[config.mk]
export PLATFORM = sky130hd
export DESIGN_NAME = sdram_bank_track
export DESIGN_NICKNAME = d
export VERILOG_FILES = /design/src/rtl/sdram_model_pkg.sv /design/src/rtl/sdram_bank_track.sv
export SDC_FILE = /design/constraint.sdc
export NUM_CORES = 1
export LEC_CHECK = 0
export CAP_MARGIN = 5
export CORE_AREA = 5 5 47 49
export DETAILED_ROUTE_END_ITERATION = 8
export DIE_AREA = 0 0 52 54
export PLACE_DENSITY = 0.82
export SETUP_SLACK_MARGIN = 0.5
export SLEW_MARGIN = 10
export SYNTH_ARGS = -nofsm -noshare
export SYNTH_HDL_FRONTEND = slang
export SYNTH_SLANG_ARGS = --single-unit
[constraint.sdc]
create_clock -name clk -period 1.29 [get_ports clk]
set_input_delay 0.1935 -clock clk [delete_from_list [all_inputs] [get_ports clk]]
set_output_delay 0.1935 -clock clk [all_outputs]
set_load 0.02 [all_outputs]
[src/rtl/sdram_model_pkg.sv]
package sdram_model_pkg;

  typedef enum logic [2:0] {
    CMD_MRS = 3'b000,
    CMD_REF = 3'b001,
    CMD_PRE = 3'b010,
    CMD_ACT = 3'b011,
    CMD_WR  = 3'b100,
    CMD_RD  = 3'b101,
    CMD_BST = 3'b110,
    CMD_NOP = 3'b111
  } cmd_e;

  localparam int ERR_W       = 7;
  localparam int ERR_UNKNOWN = 0;
  localparam int ERR_MODE    = 1;
  localparam int ERR_ACTOPEN = 2;
  localparam int ERR_WR_AP   = 3;
  localparam int ERR_WR_DIR  = 4;
  localparam int ERR_RD      = 5;
  localparam int ERR_CLOSED  = 6;

endpackage

[src/rtl/sdram_bank_track.sv]
module sdram_bank_track
  import sdram_model_pkg::*;
#(
  parameter int BANKS = 4,
  parameter int ROW_W = 3
) (
  input  logic                     clk,
  input  logic                     rst_n,
  input  logic                     cmd_en,
  input  cmd_e                     cmd,
  input  logic [$clog2(BANKS)-1:0] ba,
  input  logic [ROW_W-1:0]         row_in,
  input  logic                     all_banks,
  output logic [BANKS-1:0]         open_q,
  output logic                     sel_open,
  output logic [ROW_W-1:0]         sel_row,
  output logic                     act_conflict
);

  localparam int BA_W = $clog2(BANKS);

  logic [ROW_W-1:0] rows_all [BANKS];
  logic             is_act;
  logic             is_pre;

  assign is_act = cmd_en && (cmd == CMD_ACT);
  assign is_pre = cmd_en && (cmd == CMD_PRE);

  for (genvar b = 0; b < BANKS; b++) begin : g_bank
    logic             hit;
    logic             open_r;
    logic             open_d;
    logic [ROW_W-1:0] row_r;
    logic             row_en;

    assign hit = (ba == BA_W'(b));

    always_comb begin
      open_d = open_r;
      row_en = 1'b0;
      if (is_act && hit) begin
        open_d = 1'b1;
        row_en = 1'b1;
      end else if (is_pre && (all_banks || hit)) begin
        open_d = 1'b0;
      end
    end

    always_ff @(posedge clk or negedge rst_n) begin
      if (!rst_n) open_r <= 1'b0;
      else        open_r <= open_d;
    end

    always_ff @(posedge clk) begin
      if (row_en) row_r <= row_in;
    end

    assign open_q[b]   = open_r;
    assign rows_all[b] = row_r;
  end

  assign sel_open     = open_q[ba];
  assign sel_row      = rows_all[ba];
  assign act_conflict = is_act && open_q[ba];

  // with no accepted command the bank state holds
  a_r1_idle_hold: assert property (@(posedge clk) disable iff (!rst_n)
    !cmd_en |=> $stable(open_q));

  // precharge with the all-banks flag leaves every bank closed
  a_r5_pre_all: assert property (@(posedge clk) disable iff (!rst_n)
    (is_pre && all_banks) |=> (open_q == '0));

  // the activated bank is open on the next cycle
  a_r6_act_opens: assert property (@(posedge clk) disable iff (!rst_n)
    is_act |=> open_q[$past(ba)]);

endmodule

==> metrics.yaml, run 1 <==
synthSimpleGateAreaFrac: 0.1205
synth-compound-area-share: 0.05942
tightestPinTransition_ns: 0.2237
fp.dieW_um: 52
max_stage_delay_ns: 0.49
cts_num_sinks: 16
via_per_inst: 4.950
grt_pass1_wl_um: 2911
hpwl_um: 1283
synth.area.mux_share: 0.1222
netlist_instances: 53
drc: 0
ios: 21
min_period_over_period: 1.300
final.setup.tns_ns: -1.363
drt_pre_antenna_iters: 4
hold_viol_final: 0
vias: 599
rsz0062_at_grt: "true"
violations: "setup timing"
cts_tree: "done"
dpl-instance-area_um2: 1070
cts-root-buf: "clkbuf_4"
ant_nets: 0
drt-total-wl_um: 2022
synth_top_family_by_area: "multiplexers"
grt_usage: 0.1494
htreeDepth: 1
first_iter_violations: 3
worstPathRequired_ns: 1.10
fmax_mhz: 596.1
hold_buffers: 0
clkTransAtPathRegs_ns: 0.10
hold_path_class: "in2async"
antenna_found_initial: 0
crit_arrival_ns: 1.48
cp-end-kind: "primary output"
fin_worst_skew_ns: 0
worstSkewPairLatency_ns: 0.28
setup_ws_ns: -0.3876
syn_area_per_cell_um2: 13.90
crit_slowest_cell: "mux4_2"
worst-setup-path-type: "reg2out"
synth_fa_ha_area_frac: 0
crit_chain: "mux4_2 -> and3_4 -> buf_6"
leakage_uw: 0.0005685
finalMaxSlewViolations: 0
wl_per_cell_um: 16.71
core_area_um2: 1822
netlist_area_um2: 737.0
finalSetupViolations: 6
overflow: 0
cts_buffers: 3
synth_seq_cells: 16
cts_max_path_buffers: 2
num_antenna_cells: 0
grt_start_max_net_pins: 10
place.port_buffers: 20
layout_commonest_cell: "buf_6"
path_max_fanout: 2
drive_gt1_frac: 0.7021
synth_largest_area_cell: "edfxtp_1"
area_growth_pct: 85.74
place_congestion: 0.7808
layout_common_cells: "buf_6 (20), edfxtp_1 (12), buf_4 (11)"
ir_drop_mv: 1.042
dieArea_um2: 2808
yosys_warnings: 0
synth.distinct_cells: 18
synth_xor_xnor_area_share: 0
outcome: "finished with violations"
final_area_um2: 1369
ys_seq_area_frac: 0.6248
die_h_um: 54
cap_violations: 0
first_global_vias: 623
post-route-min-period_ns: 1.678
finish.net_count: 107
powerDensity_nw_per_um2: 1084
fillers: 110
dp_slack_ns: -0.8424
yosys-top-cells-area: "edfxtp_1 (49%), dfrtp_1 (14%), mux4_2 (12%)"
startpoint_type: "flop"
synth_top_area_frac: 0.4890
initial_core_util: 0.4045
maxSlewHeadroom: 0.8504
syn_nets: 65
placementRows: 16
-- area by class of cell --
type / count / area (µm²) / share of cell area
Clock buffer: 4 / 36.28 / 0.02651
Multi-Input combinational cell: 28 / 355.3 / 0.2596
Sequential cell: 16 / 460.4 / 0.3364
Tap cell: 27 / 33.78 / 0.02468
Inverter: 2 / 7.507 / 0.005484
Timing Repair Buffer: 44 / 475.5 / 0.3473
-- final timing paths --
path                               endpoint  slack (ns)  cells after the start              from
min in group clk           g_bank[0].open_r        0.31                      3         all_banks
max in group asynchronous  g_bank[3].open_r        1.02                      1             rst_n
hold reg to reg            g_bank[0].open_r        0.67                      3  g_bank[0].open_r
setup / recovery               act_conflict       -0.39                      3  g_bank[1].open_r
hold / removal             g_bank[2].open_r        0.10                      1             rst_n
setup reg to reg           g_bank[3].open_r        0.26                      5  g_bank[3].open_r
-- cells in the mapped netlist, drive strengths merged --
cell type  count
edfxtp        12
nor3           1
a31oi          3
nand2          2
or2b           1
buf            6
nand2b         4
and3b          1
and2b          1
inv            2
and3           1
dfrtp          4
a21oi          5
clkbuf         1
mux4           4
nor2           4
or2            1
-- repair_timing --
| action | CTS | global route |
|---|---|---|
| setup endpoints to repair | 25 | 25 |
| buffers inserted | 4 | 8 |
| pin swaps | 0 | 10 |
| hold endpoints to repair | 0 | 0 |
| gates resized for setup | 67 | 40 |
-- critical path, delay by kind of cell (launching register included) --
kind | cells | cell delay, ns
buffers and inverters | 1 | 0.12
muxes | 1 | 0.49
and+or+nand+nor | 1 | 0.17
DFF | 1 | 0.42
-- kinds of logic after synthesis --
logic type / count (synthesis)
simple gates: 16
flops: 16
compound gates: 8
buf+inv: 9
mux: 4
-- per-stage QoR --
step | instances | total power (µW) | hold slack [ns] | util
after detailed placement | 105 | 970.9 | 0.4123 | 0.5872
after CTS | 113 | 1379 | 0.09717 | 0.6484
after global placement | 105 | 963.5 | 0.4038 | 0.5872
final | 121 | 1484 | 0.1018 | 0.7514
after floorplan | 53 | 810.6 | -0.1021 | -
after global routing | 121 | 1552 | 0.09464 | 0.7514
-- registers in the layout, indices dropped and copies added, names as in the netlist --
name / count
g_bank.open_r: 4
g_bank.row_r: 12
-- where the power goes --
group	internal [µW]	switching (µW)	total (µW)
Clock	171	161	332
Sequential	586	20.8	607
Combinational	317	228	545
Total	1070	410	1480
-- metal layers --
metal,part of all wire,up-vias,track usage
li1,-,275,-
met1,0.38,293,0.1471
met2,0.56,25,0.3013
met3,0.051,6,0.03601
met4,0.016,0,0.04803
met5,0,-,0
Power figures use the tool's default switching activity.
==> run 2, diff against run 1 <==
- PLACE_DENSITY: 0.82 -> 0.73
==> run 2 against run 1 <==
The run still ends with setup timing left; largest power group unchanged; highest routed layer unchanged; non-clock buffer count increased by 2; sequential power about the same; power decreased by 0.97%; utilization increased by 0.62 points; flip-flop and latch count unchanged.
==> metrics.yaml, run 2 (synthesized netlist as in run 1, its figures left out) <==
biggestRegsByFlops: "g_bank.row_r: 12 flops, g_bank.open_r: 4 flops"
drt_pre_antenna_iters: 4
cp-end-kind: "primary output"
die_h_um: 54
fmax_mhz: 585.7
vias: 617
first_global_vias: 620
worstPathRequired_ns: 1.10
violations: "setup timing"
path_max_fanout: 2
internal_power_uw: 1032
hold_buffers: 0
layout_common_cells: "buf_6 (28), edfxtp_1 (12), buf_4 (8)"
cap_violations: 0
place_congestion: 0.7268
drive_gt1_frac: 0.6979
ios: 21
grt_pass1_wl_um: 2642
layout_commonest_cell: "buf_6"
fillers: 103
drt-total-wl_um: 2154
ant_nets: 0
drc: 0
clock_power_share: 0.192
wl_per_cell_um: 17.51
core_area_um2: 1822
dieArea_um2: 2808
final.setup.tns_ns: -1.439
netSwitchingFraction: 0.2975
p_seq_frac: 0.414
hpwl_um: 1124
cts_max_path_buffers: 2
antenna_found_initial: 0
leakage_uw: 0.0005596
regMostFlops: "g_bank.row_r"
startpoint_type: "flop"
hold_ws_ns: 0.09542
dpl-instance-area_um2: 1070
via_per_inst: 5.016
cts_tree: "done"
finalSetupViolations: 6
post-route-util: 0.7576
fin_worst_skew_ns: 0
worstSkewPairLatency_ns: 0.29
fp.dieW_um: 52
largest_reg_flops: 12
setup_ws_ns: -0.4174
maxSlewHeadroom: 0.8526
hold_path_class: "in2async"
finish.net_count: 109
outcome: "finished with violations"
rsz0062_at_grt: "true"
placementRows: 16
cts_buffers: 3
cts_num_sinks: 16
powerDensity_nw_per_um2: 1065
crit_arrival_ns: 1.51
worst-setup-path-type: "reg2out"
place.port_buffers: 20
htreeDepth: 1
power_frac_comb: 0.394
min_period_over_period: 1.324
overflow: 0
clkTransAtPathRegs_ns: 0.10
grt_start_max_net_pins: 10
tightestPinTransition_ns: 0.2204
final_area_um2: 1380
finalMaxSlewViolations: 0
ir_drop_mv: 0.8190
hold_viol_final: 0
first_iter_violations: 9
num_antenna_cells: 0
power_uw: 1469
initial_core_util: 0.4045
p_switching_uw: 437.1
area_growth_pct: 87.27
grt_usage: 0.1312
post-route-min-period_ns: 1.707
cts-root-buf: "clkbuf_4"
[run 2: worst paths after layout]
path | to | cells after the start | start | slack, ns
setup / recovery | act_conflict | 3 | g_bank[0].open_r | -0.42
hold / removal | g_bank[0].open_r | 1 | rst_n | 0.1
setup reg to reg | g_bank[3].open_r | 5 | g_bank[3].open_r | 0.24
hold reg to reg | g_bank[2].open_r | 3 | g_bank[2].open_r | 0.68
max in group asynchronous | g_bank[3].open_r | 1 | rst_n | 1.02
min in group clk | g_bank[0].open_r | 3 | all_banks | 0.31
[run 2: per-layer routing]
metal	share of wire	track usage	wire length, µm	vias to the layer above
met5	0	0	0	-
met4	0.029	0.04803	62	0
met3	0.050	0.03324	107	8
met2	0.51	0.2343	1102	28
met1	0.41	0.1511	881	299
li1	-	-	-	282
[run 2: metrics by stage]
step | cells | setup WS, ns
2_1_floorplan | 53 | -0.02433
5_1_grt | 123 | -0.4751
3_5_place_dp | 105 | -0.8276
4_1_cts | 112 | -0.3784
3_3_place_gp | 105 | -0.8161
6_report | 123 | -0.4174
[run 2: critical path, cell delays in order, from the launching register on]
cell and delay, ns:
dfrtp_1 0.42, mux4_2 0.50, and3_4 0.17, buf_6 0.12
[run 2: layout make-up]
cell class                 count  area [µm²]  share of cell area
tap                           27       33.78             0.02448
clock buffer                   3       22.52             0.01632
inverter                       2       7.507            0.005440
sequential                    16       460.4              0.3336
clock inverter                 1       3.754            0.002720
timing repair buffer          46       485.5              0.3518
multi-input combinational     28       366.6              0.2656
[run 2: power by group through the flow]
stage	clock, µW	sequential, µW	combinational, µW
2_1_floorplan	0	613	197
3_3_place_gp	0	613	350
3_5_place_dp	0	614	352
4_1_cts	269	605	404
5_1_grt	309	614	610
6_report	282	608	579
[run 2: what timing repair did]
| item | 4_1_cts | 5_1_grt |
|---|---|---|
| buffers inserted | 3 | 11 |
| setup endpoints to repair | 25 | 25 |
| pin swaps | 1 | 8 |
| gates resized for setup | 64 | 45 |
